--- src/rtl/sirq_pkg.sv ---
package sirq_pkg;

  typedef enum logic {
    CMP_AT_LEAST = 1'b0,
    CMP_AT_MOST  = 1'b1
  } cmp_dir_e;

  typedef struct packed {
    logic brk;
    logic frame;
    logic overrun;
    logic parity;
  } rx_err_t;

  localparam int unsigned NUM_RX_ERR = $bits(rx_err_t);

  typedef struct packed {
    logic en_rx_err;
    logic en_rx_brk;
    logic en_tx;
    logic en_rxq;
    logic en_txq;
  } irq_en_t;

endpackage

--- src/rtl/sirq_err_latch.sv ---
module sirq_err_latch #(
  parameter int unsigned NUM_SRC = 4
) (
  input  logic               clk,
  input  logic               rst_n,
  input  logic [NUM_SRC-1:0] src,
  input  logic               clr,
  output logic               flag
);

  logic [NUM_SRC-1:0] chain;
  logic               any_src;
  logic               flag_q;

  // OR chain built per source so the width follows the parameter.
  genvar gi;
  generate
    for (gi = 0; gi < NUM_SRC; gi++) begin : g_or
      if (gi == 0) begin : g_first
        assign chain[gi] = src[gi];
      end else begin : g_next
        assign chain[gi] = chain[gi-1] | src[gi];
      end
    end
  endgenerate

  assign any_src = chain[NUM_SRC-1];

  // A source active in the clear cycle wins over the clear.
  always_ff @(posedge clk or negedge rst_n) begin
    if (!rst_n) flag_q <= 1'b0;
    else        flag_q <= (flag_q & ~clr) | any_src;
  end

  assign flag = flag_q;

endmodule

--- src/rtl/sirq_thresh.sv ---
module sirq_thresh
  import sirq_pkg::*;
#(
  parameter int unsigned       CNT_W   = 5,
  parameter cmp_dir_e          DIR     = CMP_AT_LEAST,
  parameter logic [CNT_W-1:0]  RST_LVL = '0
) (
  input  logic             clk,
  input  logic             rst_n,
  input  logic             lvl_wr,
  input  logic [CNT_W-1:0] lvl_in,
  input  logic [CNT_W-1:0] cnt,
  output logic             hit
);

  logic [CNT_W-1:0] lvl_q;

  always_ff @(posedge clk or negedge rst_n) begin
    if (!rst_n)      lvl_q <= RST_LVL;
    else if (lvl_wr) lvl_q <= lvl_in;
  end

  generate
    if (DIR == CMP_AT_LEAST) begin : g_ge
      assign hit = (cnt >= lvl_q);
    end else begin : g_le
      assign hit = (cnt <= lvl_q);
    end
  endgenerate

endmodule

--- src/rtl/sirq_route.sv ---
module sirq_route
  import sirq_pkg::*;
(
  input  logic    clk,
  input  logic    rst_n,
  input  logic    q_en,
  input  irq_en_t en,
  input  logic    err_flag,
  input  logic    brk,
  input  logic    rx_ready,
  input  logic    tx_ready,
  input  logic    rx_hit,
  input  logic    tx_hit,
  output logic    rx_irq,
  output logic    tx_irq
);

  logic err_term;
  logic rx_direct;
  logic rx_queued;
  logic rx_next;
  logic tx_next;
  logic rx_q;
  logic tx_q;

  // The composite error path is common to both modes.
  assign err_term  = en.en_rx_err & err_flag;
  // Raw break reaches the line only when queueing is off.
  assign rx_direct = en.en_rx_brk & (brk | rx_ready);
  assign rx_queued = en.en_rxq & rx_hit;

  always_comb begin
    if (q_en) begin
      rx_next = err_term | rx_queued;
      tx_next = en.en_txq & tx_hit;
    end else begin
      rx_next = err_term | rx_direct;
      tx_next = en.en_tx & tx_ready;
    end
  end

  always_ff @(posedge clk or negedge rst_n) begin
    if (!rst_n) begin
      rx_q <= 1'b0;
      tx_q <= 1'b0;
    end else begin
      rx_q <= rx_next;
      tx_q <= tx_next;
    end
  end

  assign rx_irq = rx_q;
  assign tx_irq = tx_q;

endmodule

--- src/rtl/sirq_router.sv ---
module sirq_router
  import sirq_pkg::*;
#(
  parameter int unsigned CNT_W = 5
) (
  input  logic             clk,
  input  logic             rst_n,
  input  logic             q_en,
  input  logic             brk_det,
  input  logic             frame_err,
  input  logic             overrun_err,
  input  logic             parity_err,
  input  logic             err_clr,
  input  logic             rx_ready,
  input  logic             tx_ready,
  input  logic [CNT_W-1:0] rx_cnt,
  input  logic [CNT_W-1:0] tx_cnt,
  input  logic             rx_lvl_wr,
  input  logic [CNT_W-1:0] rx_lvl_in,
  input  logic             tx_lvl_wr,
  input  logic [CNT_W-1:0] tx_lvl_in,
  input  logic             en_rx_err,
  input  logic             en_rx_brk,
  input  logic             en_tx,
  input  logic             en_rxq,
  input  logic             en_txq,
  output logic             rx_irq,
  output logic             tx_irq,
  output logic             rx_err_flag
);

  localparam logic [CNT_W-1:0] RX_LVL_RST = {CNT_W{1'b1}};
  localparam logic [CNT_W-1:0] TX_LVL_RST = '0;

  rx_err_t errs;
  irq_en_t ens;
  logic    err_flag;
  logic    rx_hit;
  logic    tx_hit;

  assign errs = '{brk: brk_det, frame: frame_err, overrun: overrun_err, parity: parity_err};
  assign ens  = '{en_rx_err: en_rx_err, en_rx_brk: en_rx_brk, en_tx: en_tx,
                  en_rxq: en_rxq, en_txq: en_txq};

  sirq_err_latch #(
    .NUM_SRC (NUM_RX_ERR)
  ) u_err (
    .clk   (clk),
    .rst_n (rst_n),
    .src   (errs),
    .clr   (err_clr),
    .flag  (err_flag)
  );

  sirq_thresh #(
    .CNT_W   (CNT_W),
    .DIR     (CMP_AT_LEAST),
    .RST_LVL (RX_LVL_RST)
  ) u_rx_thr (
    .clk    (clk),
    .rst_n  (rst_n),
    .lvl_wr (rx_lvl_wr),
    .lvl_in (rx_lvl_in),
    .cnt    (rx_cnt),
    .hit    (rx_hit)
  );

  sirq_thresh #(
    .CNT_W   (CNT_W),
    .DIR     (CMP_AT_MOST),
    .RST_LVL (TX_LVL_RST)
  ) u_tx_thr (
    .clk    (clk),
    .rst_n  (rst_n),
    .lvl_wr (tx_lvl_wr),
    .lvl_in (tx_lvl_in),
    .cnt    (tx_cnt),
    .hit    (tx_hit)
  );

  sirq_route u_route (
    .clk      (clk),
    .rst_n    (rst_n),
    .q_en     (q_en),
    .en       (ens),
    .err_flag (err_flag),
    .brk      (brk_det),
    .rx_ready (rx_ready),
    .tx_ready (tx_ready),
    .rx_hit   (rx_hit),
    .tx_hit   (tx_hit),
    .rx_irq   (rx_irq),
    .tx_irq   (tx_irq)
  );

  assign rx_err_flag = err_flag;

endmodule

--- config.mk ---
export PLATFORM = sky130hd
export DESIGN_NAME = sirq_router
export DESIGN_NICKNAME = d
export VERILOG_FILES = /design/src/rtl/sirq_pkg.sv /design/src/rtl/sirq_err_latch.sv /design/src/rtl/sirq_thresh.sv /design/src/rtl/sirq_route.sv /design/src/rtl/sirq_router.sv
export SDC_FILE = /design/constraint.sdc
export NUM_CORES = 1
export LEC_CHECK = 0
export BUFFER_PORTS_ARGS = -buffer_cell sky130_fd_sc_hd__buf_2
export CORE_MARGIN = 2
export CORE_UTILIZATION = 38
export CTS_CLUSTER_DIAMETER = 50
export CTS_CLUSTER_SIZE = 40
export DETAILED_ROUTE_END_ITERATION = 8
export PLACE_DENSITY = 0.73
export RECOVER_POWER = 25
export REMOVE_ABC_BUFFERS = 1
export SYNTH_ARGS = -nofsm -noshare
export SYNTH_HDL_FRONTEND = slang
export SYNTH_SLANG_ARGS = --single-unit
--- constraint.sdc ---
create_clock -name clk -period 1.4 [get_ports clk]
set_input_delay 0.07 -clock clk [delete_from_list [all_inputs] [get_ports clk]]
set_output_delay 0.07 -clock clk [all_outputs]
set_load 0.05 [all_outputs]
# Word-level counts from Yosys, hierarchy flattened
# Index checks and enable logic that the tools add are counted.
# W data, S select, Z words.
[classes] order_cmp=2 muxes=2 bitwise=14
[op_table] cell="$or A1 B1 Y1" n=7
[op_table] cell="$and A1 B1 Y1" n=6
[op_table] cell="$ge A5 B5 Y1" n=1
[op_table] cell="$le A5 B5 Y1" n=1
[op_table] cell="$mux W1" n=2
[op_table] cell="$not A1 Y1" n=1
[word_totals] register_bits=13 inputBits=37 output_inout_bits=3 wordCells=23

# Depth between registers and ports, before layout
# Gate-level depths: netlist (run 1).
[logic_depth] word_depth=4 ltp_mapped=6 depth_no_buf=6

# By module
# A second synthesis (run 1) with hierarchy kept.
[hier_totals] hier_cells=77 hier_area_um2=742.0
[by_module_without_submodules] mod="sirq_thresh (u_rx_thr)" instances=1 cells_each=31 area_each_um2=307.8 seq_area_each_um2=131.4
[by_module_without_submodules] mod="sirq_thresh (u_tx_thr)" instances=1 cells_each=32 area_each_um2=305.3 seq_area_each_um2=125.1
[by_module_without_submodules] mod="sirq_route" instances=1 cells_each=10 area_each_um2=88.8 seq_area_each_um2=50.0
[by_module_without_submodules] mod="sirq_err_latch" instances=1 cells_each=4 area_each_um2=40.0 seq_area_each_um2=25.0

# Worst setup path after synthesis (run 1)
# No wires, ideal clock.
[synth_path] kind="register to register" from="register u_rx_thr.lvl_q[0]" to="register u_route.rx_q, in the netlist u_route.rx_irq" setup_ps=120 arrival_ps=1344 required_time_ps=1280 slack_ps=-64 stages_incl_launch_ff=6 path_buffers=0 period_less_slack_ps=1464 path_cell_list="dfstp_2 ha_1 nand2b_1 a211oi_1 o21ai_1 a31o_1"
[synth_between] elab_chain_len=4
[synth_rtl] element="from (decl)" line="sirq_thresh.sv:16" source="logic [CNT_W-1:0] lvl_q;"
[synth_rtl] element="from (signal assigned)" line="sirq_thresh.sv:20" source="else if (lvl_wr) lvl_q <= lvl_in;"
[synth_rtl] element="$ge A5 B5 Y1" line="sirq_thresh.sv:25" source="assign hit = (cnt >= lvl_q);"
[synth_rtl] element="$and A1 B1 Y1" line="sirq_route.sv:30" source="assign rx_queued = en.en_rxq & rx_hit;"
[synth_rtl] element="$or A1 B1 Y1" line="sirq_route.sv:34" source="rx_next = err_term | rx_queued;"
[synth_rtl] element="$mux W1" line="sirq_route.sv:33" source="if (q_en) begin"
[synth_rtl] element="net u_route.rx_next" line="sirq_route.sv:21" source="logic rx_next;"
[synth_rtl] element="to (signal assigned)" line="sirq_route.sv:47" source="rx_q <= rx_next;"
[synth_rtl] element="to (decl)" line="sirq_route.sv:23" source="logic rx_q;"
# The timed path passes the listed nets, and every way through them passes these cells.
# A chain may end at the register's enable or synchronous reset.

# Worst setup path after layout (run 1)
# Same ends and word-level chain as after synthesis.

==> flow_summary.json, run 1 <==
{
  "diodes": 0,
  "status": "complete, but fails checks",
  "min_period_over_period_pct": 102.5,
  "die_y_um": 47.78,
  "violations": "negative hold slack, negative setup slack",
  "drc": 0,
  "yosys-top-cells-count": "nand2_1 (12), inv_1 (11), ha_1 (10), o21ai_0 (10), dfrtp_1 (8)",
  "final_cells": 151,
  "drt_iter0_markers": 6,
  "vias_per_cell": 4.603,
  "synth_top_area_share_pct": 27.49,
  "startpoint": "u_rx_thr.lvl_q[0]",
  "grt_pass1_vias": 686,
  "critPathMaxFanout": 2,
  "grt_max_degree": 14,
  "grt_overflow": 0,
  "hpwl_um": 1261,
  "area_growth_pct": 54.81,
  "cp_slowest_cell": "dfstp_2",
  "ir_drop_v": 0.0004689,
  "synth_top_cell_by_area": "dfrtp_1",
  "yosysWarnings": 0,
  "endpoint": "u_route.rx_irq",
  "yosysSeqAreaShare_pct": 45.53,
  "synthCells": 76,
  "critPathLaunchType": "register",
  "synth_top_flop_cell": "dfrtp_1",
  "cts_sinks": 13,
  "timing.final.ws_setup_ps": -34.99,
  "powerDensity_nw_per_um2": 843.4,
  "postRouteAntennaNets": 0,
  "core_um2": 1764,
  "synth_cell_types": 21,
  "fin_util_pct": 63.90,
  "grt_pass1_wl_um": 2601,
  "whs_ps": -0.6490,
  "regToRegEndpoint": "u_route.rx_irq",
  "worst_pin_slew_ps": 681.8,
  "clock_latency_ps": 280,
  "fin_skew_ps": 0.4839,
  "synth_area_um2": 728.2,
  "clkTransAtPathRegs_ps": 80,
  "fp.dieArea_um2": 2282,
  "antenna_found_initial": 0,
  "r2r_start": "u_rx_thr.lvl_q[0]",
  "post_drt_wl_per_cell_um": 12.30,
  "min_path_type": "in -> reg",
  "clockRootBuffer": "clkbuf_4",
  "drv_cap": 0,
  "ff2ff_path_depth": 5,
  "setup_viol": 1,
  "clockBufferDepth": 2,
  "dr.pass1.iters": 4,
  "die_w_um": 47.78,
  "vias": 695,
  "synth_edf_count": 0,
  "port_buffers": 39,
  "ys_async_sr_fraction_pct": 100.0,
  "rsz0062_at_grt": "yes",
  "synth_seq_cells": 13,
  "rows": 15,
  "timing.fmax_ghz": 0.6969,
  "grt_use_total_pct": 16.59,
  "h-tree-depth": 1,
  "syn_area_per_cell_um2": 9.582,
  "dpl.cell_count": 139,
  "layout-drive-gt1-share_pct": 50.79,
  "place.gp.congestion": 0.7135,
  "yosysMostFrequentCell": "nand2_1",
  "setup_tns_ps": -34.99,
  "endpoint_kind": "register",
  "leakage_nw": 0.5600,
  "arrival_ps": 1610,
  "start_util_pct": 41.28,
  "r2r_slack_ps": -30,
  "tritoncts": "built",
  "slowest_delay_ps": 560,
  "critPathKind": "reg -> reg",
  "worstPathCellList": "ha_4 > nand2b_4 > a211oi_2 > o21ai_1 > a31o_1",
  "post-place-ws_ps": -136.8,
  "ios": 40,
  "numCtsBuffers": 3,
  "drv_slew": 0,
  "min_period_ps": 1435,
  "synth_area_leaders": "dfrtp_1 (27%), dfstp_2 (18%), ha_1 (17%), o21ai_0 (6.9%), nand2_1 (6.2%)",
  "finalNetCount": 174,
  "hold_viol": 1,
  "drt-total-wl_um": 1858,
  "max_slew_margin_pct": 54.55,
  "crit_required_ps": 1570
}
-- state kept, by name, indices dropped and copies added, names as in the netlist --
| signal | cells |
|---|---|
| u_tx_thr.lvl_q | 5 |
| u_rx_thr.lvl_q | 5 |
| u_route.tx_irq | 1 |
| u_err.flag | 1 |
| u_route.rx_irq | 1 |
-- kinds of logic (layout without fill, tap and decap cells) --
group           count (synthesis)  in the layout  share of synthesized area (%)
buf+inv                        13             63                          6.701
compound gates                 18             18                          15.46
simple gates                   20             20                          12.03
mux                             2              2                          3.093
flops                          13             13                          45.53
fa+ha+maj                      10             10                          17.18
-- through the flow --
stage / power, mW / hold slack, ps / cell area (um2)
floorplan: 0.5490 / -225.6 / 720.7
global placement: 0.6375 / -34.64 / 954.7
detailed placement: 0.6446 / -31.42 / 954.7
CTS: 0.9286 / 1.168 / 1089
global route: 1.008 / 5.436 / 1127
finish: 0.9508 / -0.6490 / 1127
-- layer usage --
| metal | global-route usage, % | vias up | share of wire [%] |
|---|---|---|---|
| li1 | - | 362 | - |
| met1 | 18.59 | 307 | 41 |
| met2 | 28.00 | 22 | 53 |
| met3 | 4.528 | 4 | 4.1 |
| met4 | 9.730 | 0 | 1.5 |
| met5 | 0 | - | 0 |
-- how the worst min path moves through the flow --
| stage | from | depth (start not counted) | to |
|---|---|---|---|
| after floorplan | rst_n | 0 | u_err.flag |
| after global placement | rst_n | 1 | u_tx_thr.lvl_q[1] |
| after detailed placement | rst_n | 1 | u_tx_thr.lvl_q[4] |
| after CTS | rx_lvl_in[4] | 3 | u_rx_thr.lvl_q[4] |
| after global routing | rx_lvl_in[1] | 3 | u_rx_thr.lvl_q[1] |
| final | tx_lvl_in[3] | 3 | u_tx_thr.lvl_q[3] |
-- layout by cell type (no fill, tap or decap) --
| master | netlist | final |
|---|---|---|
| nand2b_4 | 0 | 1 |
| a31o_1 | 1 | 1 |
| nor4_1 | 1 | 1 |
| inv_1 | 11 | 7 |
| buf_2 | 0 | 38 |
| ha_1 | 10 | 5 |
| o221ai_1 | 1 | 1 |
| a21oi_1 | 1 | 1 |
| ha_4 | 0 | 5 |
| o211ai_1 | 1 | 1 |
| a211oi_2 | 0 | 1 |
| dfrtp_1 | 8 | 8 |
| nand2b_1 | 2 | 1 |
| nor2_1 | 2 | 2 |
| nand3_1 | 2 | 2 |
| o21ai_0 | 10 | 10 |
| clkbuf_4 | 0 | 3 |
| a21oi_2 | 1 | 1 |
| mux2_2 | 2 | 2 |
| dfstp_2 | 5 | 5 |
| a2111o_1 | 1 | 1 |
| o21ai_1 | 1 | 1 |
| buf_4 | 0 | 4 |
| clkbuf_1 | 2 | 2 |
| nand4_1 | 1 | 1 |
| nand2_1 | 12 | 12 |
| dlygate4sd3_1 | 0 | 5 |
| inv_2 | 0 | 4 |
-- final cells by class --
class                   count  area [um2]
well taps                  25       31.28
repair buffers             48       274.0
multi-input cells          50       422.9
flip-flops and latches     13       331.6
fillers                   162       636.9
inverters                  11       41.29
clock buffers               4       26.28
-- report_power, final --
| part | leakage [nW] | total, mW | switching [mW] | internal (mW) |
|---|---|---|---|---|
| clock | 0.0150 | 0.241 | 0.131 | 0.110 |
| combinational | 0.400 | 0.279 | 0.137 | 0.143 |
| sequential | 0.146 | 0.430 | 0.0128 | 0.417 |
-- timing repair --
action | CTS | global route
endpoints found under the hold margin | 17 | 0
hold buffers | 5 | 0
pin swaps | 3 | 5
setup endpoints to repair | 2 | 2
resized for setup | 6 | 5
setup buffers | 1 | 2
-- critical path: cells and delay by family, from the launching register on --
kind	cells	cell delay [ps]
AOI/OAI and AO/OA	3	440
DFF	1	560
adders and majority gates	1	200
and+or+nand+nor	1	130
(Power assumes the default switching activity.)
==> inputs of run 2 (changes only) <==
--- a/config.mk
+++ b/config.mk
@@ -5,9 +5,10 @@
 export SDC_FILE = /design/constraint.sdc
 export NUM_CORES = 1
 export LEC_CHECK = 0
+export ABC_AREA = 1
 export BUFFER_PORTS_ARGS = -buffer_cell sky130_fd_sc_hd__buf_2
 export CORE_MARGIN = 2
-export CORE_UTILIZATION = 38
+export CORE_UTILIZATION = 39
 export CTS_CLUSTER_DIAMETER = 50
 export CTS_CLUSTER_SIZE = 40
 export DETAILED_ROUTE_END_ITERATION = 8
==> constraint.sdc (replaced) <==
create_clock -name clk -period 1.2 [get_ports clk]
set_input_delay 0.06 -clock clk [delete_from_list [all_inputs] [get_ports clk]]
set_output_delay 0.06 -clock clk [all_outputs]
set_load 0.05 [all_outputs]
==> flow_summary.json, run 2 <==
{
  "grt_use_total_pct": 16.93,
  "synth_area_leaders": "dfrtp_1 (26%), dfstp_2 (17%), ha_1 (16%), nand2_1 (14%), inv_1 (9.1%)",
  "tritoncts": "built",
  "drv_cap": 0,
  "gr-usage-met1_pct": 17.86,
  "yosysSeqAreaShare_pct": 42.47,
  "synthCells": 94,
  "clkTransAtPathRegs_ps": 80,
  "setup_viol": 1,
  "powerDensity_nw_per_um2": 931.9,
  "ff2ff_path_depth": 10,
  "fin_area_um2": 1212,
  "syn_area_per_cell_um2": 8.306,
  "diodes": 0,
  "critPathMaxFanout": 2,
  "timing.fmax_ghz": 0.7769,
  "startpoint": "u_rx_thr.lvl_q[1]",
  "layout_commonest_cell": "buf_2",
  "critPathLaunchType": "register",
  "slowest_delay_ps": 540,
  "postRouteAntennaNets": 0,
  "h-tree-depth": 1,
  "placed_cell_area_um2": 987.2,
  "cp_slowest_cell": "dfstp_2",
  "crit_required_ps": 1360,
  "hold_viol": 0,
  "power_mw": 1.130,
  "layout-drive-gt1-share_pct": 44.22,
  "path_common_cell": "nand2_1",
  "fin_util_pct": 63.09,
  "synth_fa_ha_area_share_pct": 16.03,
  "post_drt_wl_per_cell_um": 10.38,
  "arrival_ps": 1450,
  "yosys-top-cells-count": "nand2_1 (29), inv_1 (19), ha_1 (10), o21ai_0 (10), dfrtp_1 (8)",
  "violations": "negative setup slack",
  "fp.dieArea_um2": 2376,
  "max_slew_margin_pct": 56.25,
  "dr.pass1.iters": 2,
  "setup_tns_ps": -87.24,
  "vias_per_cell": 4.397,
  "worst_pin_slew_ps": 656.2,
  "drt-total-wl_um": 1806,
  "min_path_type": "in -> reg",
  "drv_slew": 0,
  "place.gp.congestion": 0.7342,
  "endpoint_kind": "register",
  "reg_top3": "u_rx_thr.lvl_q (5), u_tx_thr.lvl_q (5)",
  "synth_top_flop_cell": "dfrtp_1",
  "drt_iter0_markers": 6,
  "numCtsBuffers": 3,
  "rsz0062_at_grt": "yes",
  "ys_async_sr_fraction_pct": 100.0,
  "synth_cell_types": 14,
  "r2r_slack_ps": -90,
  "min_period_ps": 1287,
  "synth_compound_area_share_pct": 8.974,
  "cp.depth": 10,
  "synth_top_area_share_pct": 25.64,
  "status": "complete, but fails checks",
  "worstPathCellList": "inv_2 > ha_4 > nand2_2 > inv_2 > nand2_1 > nand2_1 > nand2_1 > nand2_1 > nand2_1 > nand2_1",
  "hpwl_um": 1274,
  "grt_overflow": 0,
  "fin_skew_ps": 2.406,
  "clockRootBuffer": "clkbuf_4",
  "drc": 0,
  "mostFrequentLayoutCells": "buf_2 (38), nand2_1 (26), inv_1 (15)",
  "port_buffers": 39,
  "synth_top_cell_by_area": "dfrtp_1",
  "cp.buffers_inverters": 2,
  "grt_util_met2_pct": 32.42,
  "die_y_um": 48.74,
  "yosys.area_share.simple_pct": 17.63,
  "start_util_pct": 40.63,
  "clockBufferDepth": 2,
  "synth_top_family_by_area": "simple AND/OR/NAND/NOR gates",
  "yosysMostFrequentCell": "nand2_1",
  "cts_sinks": 13,
  "synth_seq_cells": 13,
  "critPathKind": "reg -> reg",
  "grt_pass1_vias": 791,
  "rows": 16,
  "r2r_start": "u_rx_thr.lvl_q[1]",
  "ir_drop_v": 0.0005890,
  "clock_latency_ps": 270,
  "grt_max_degree": 14,
  "met3_usage_pct": 3.086,
  "leakage_nw": 0.6506,
  "antenna_found_initial": 0,
  "synthMuxAreaShare_pct": 2.885,
  "synth_area_um2": 780.7,
  "core_um2": 1922,
  "fillCellCount": 169,
  "synth_xor_area_share_pct": 0,
  "endpoint": "u_route.rx_irq",
  "worst_path_dominant_cell_family": "flip-flops",
  "timing.final.ws_setup_ps": -87.24,
  "regToRegEndpoint": "u_route.rx_irq",
  "min_period_over_period_pct": 107.3,
  "area_growth_pct": 55.29,
  "grt_pass1_wl_um": 3056,
  "finalNetCount": 195,
  "dpl.cell_count": 158,
  "die_w_um": 48.74,
  "vias": 765,
  "gr-max-usage-layer": "met2",
  "final_cells": 174,
  "yosysWarnings": 0,
  "ios": 40,
  "synth_edf_count": 0
}
run 2: layout make-up:
class	count	area, um2	share of cell area (%)
Clock buffer	3	22.52	1.858
Multi-Input combinational cell	60	439.2	36.22
Clock inverter	1	5.005	0.4128
Tap cell	27	33.78	2.786
Sequential cell	13	331.6	27.35
Timing Repair Buffer	51	309.0	25.49
Inverter	19	71.32	5.882
run 2: worst min-delay path by stage:
stage                             from                end  slack [ps]  cells after the start
after floorplan                  rst_n         u_err.flag        -240                      0
after global placement           rst_n         u_err.flag         -40                      1
after detailed placement         rst_n  u_tx_thr.lvl_q[1]         -40                      1
after CTS                 rx_lvl_in[1]  u_rx_thr.lvl_q[1]           5                      3
after global routing      tx_lvl_in[0]  u_tx_thr.lvl_q[0]          10                      2
final                     tx_lvl_in[2]  u_tx_thr.lvl_q[2]           7                      3
run 2: timing repair:
action | 4_1_cts | 5_1_grt
setup endpoints to repair | 2 | 2
resized for setup | 7 | 8
cloned | 0 | 0
setup buffers | 0 | 2
endpoints found under the hold margin | 18 | 0
hold buffers | 10 | 0
pin swaps | 4 | 2
run 2: through the flow:
stage	hold slack, ps	setup WS (ps)
5_1_grt	12.08	-175.9
3_5_place_dp	-41.22	-171.7
2_1_floorplan	-235.6	-80.40
4_1_cts	5.274	-89.10
3_3_place_gp	-44.76	-105.9
6_report	7.098	-87.24
run 2: worst reg2reg max path: stages, from the launching register on:
cell	delay (ps)
dfstp_2	540
inv_2	50
ha_4	230
nand2_2	60
inv_2	30
nand2_1	40
nand2_1	40
nand2_1	50
nand2_1	40
nand2_1	50
nand2_1	50
run 2: cells by family (layout without fill, tap and decap cells):
group,Yosys count,after routing
and+or+nand+nor,34,34
buffers and inverters,21,74
AOI/OAI and AO/OA,14,14
DFF,13,13
adders and majority gates,10,10
muxes,2,2
run 2: layer usage:
layer	vias up	part of all wire, %
met5	-	0
met4	0	1.2
met3	4	4.4
met2	24	54
met1	338	40
li1	399	-
run 2: where the power goes:
part,internal [mW],total (mW),switching (mW)
clock,0.123,0.268,0.145
combinational,0.176,0.359,0.183
sequential,0.487,0.502,0.0152
total,0.787,1.13,0.343
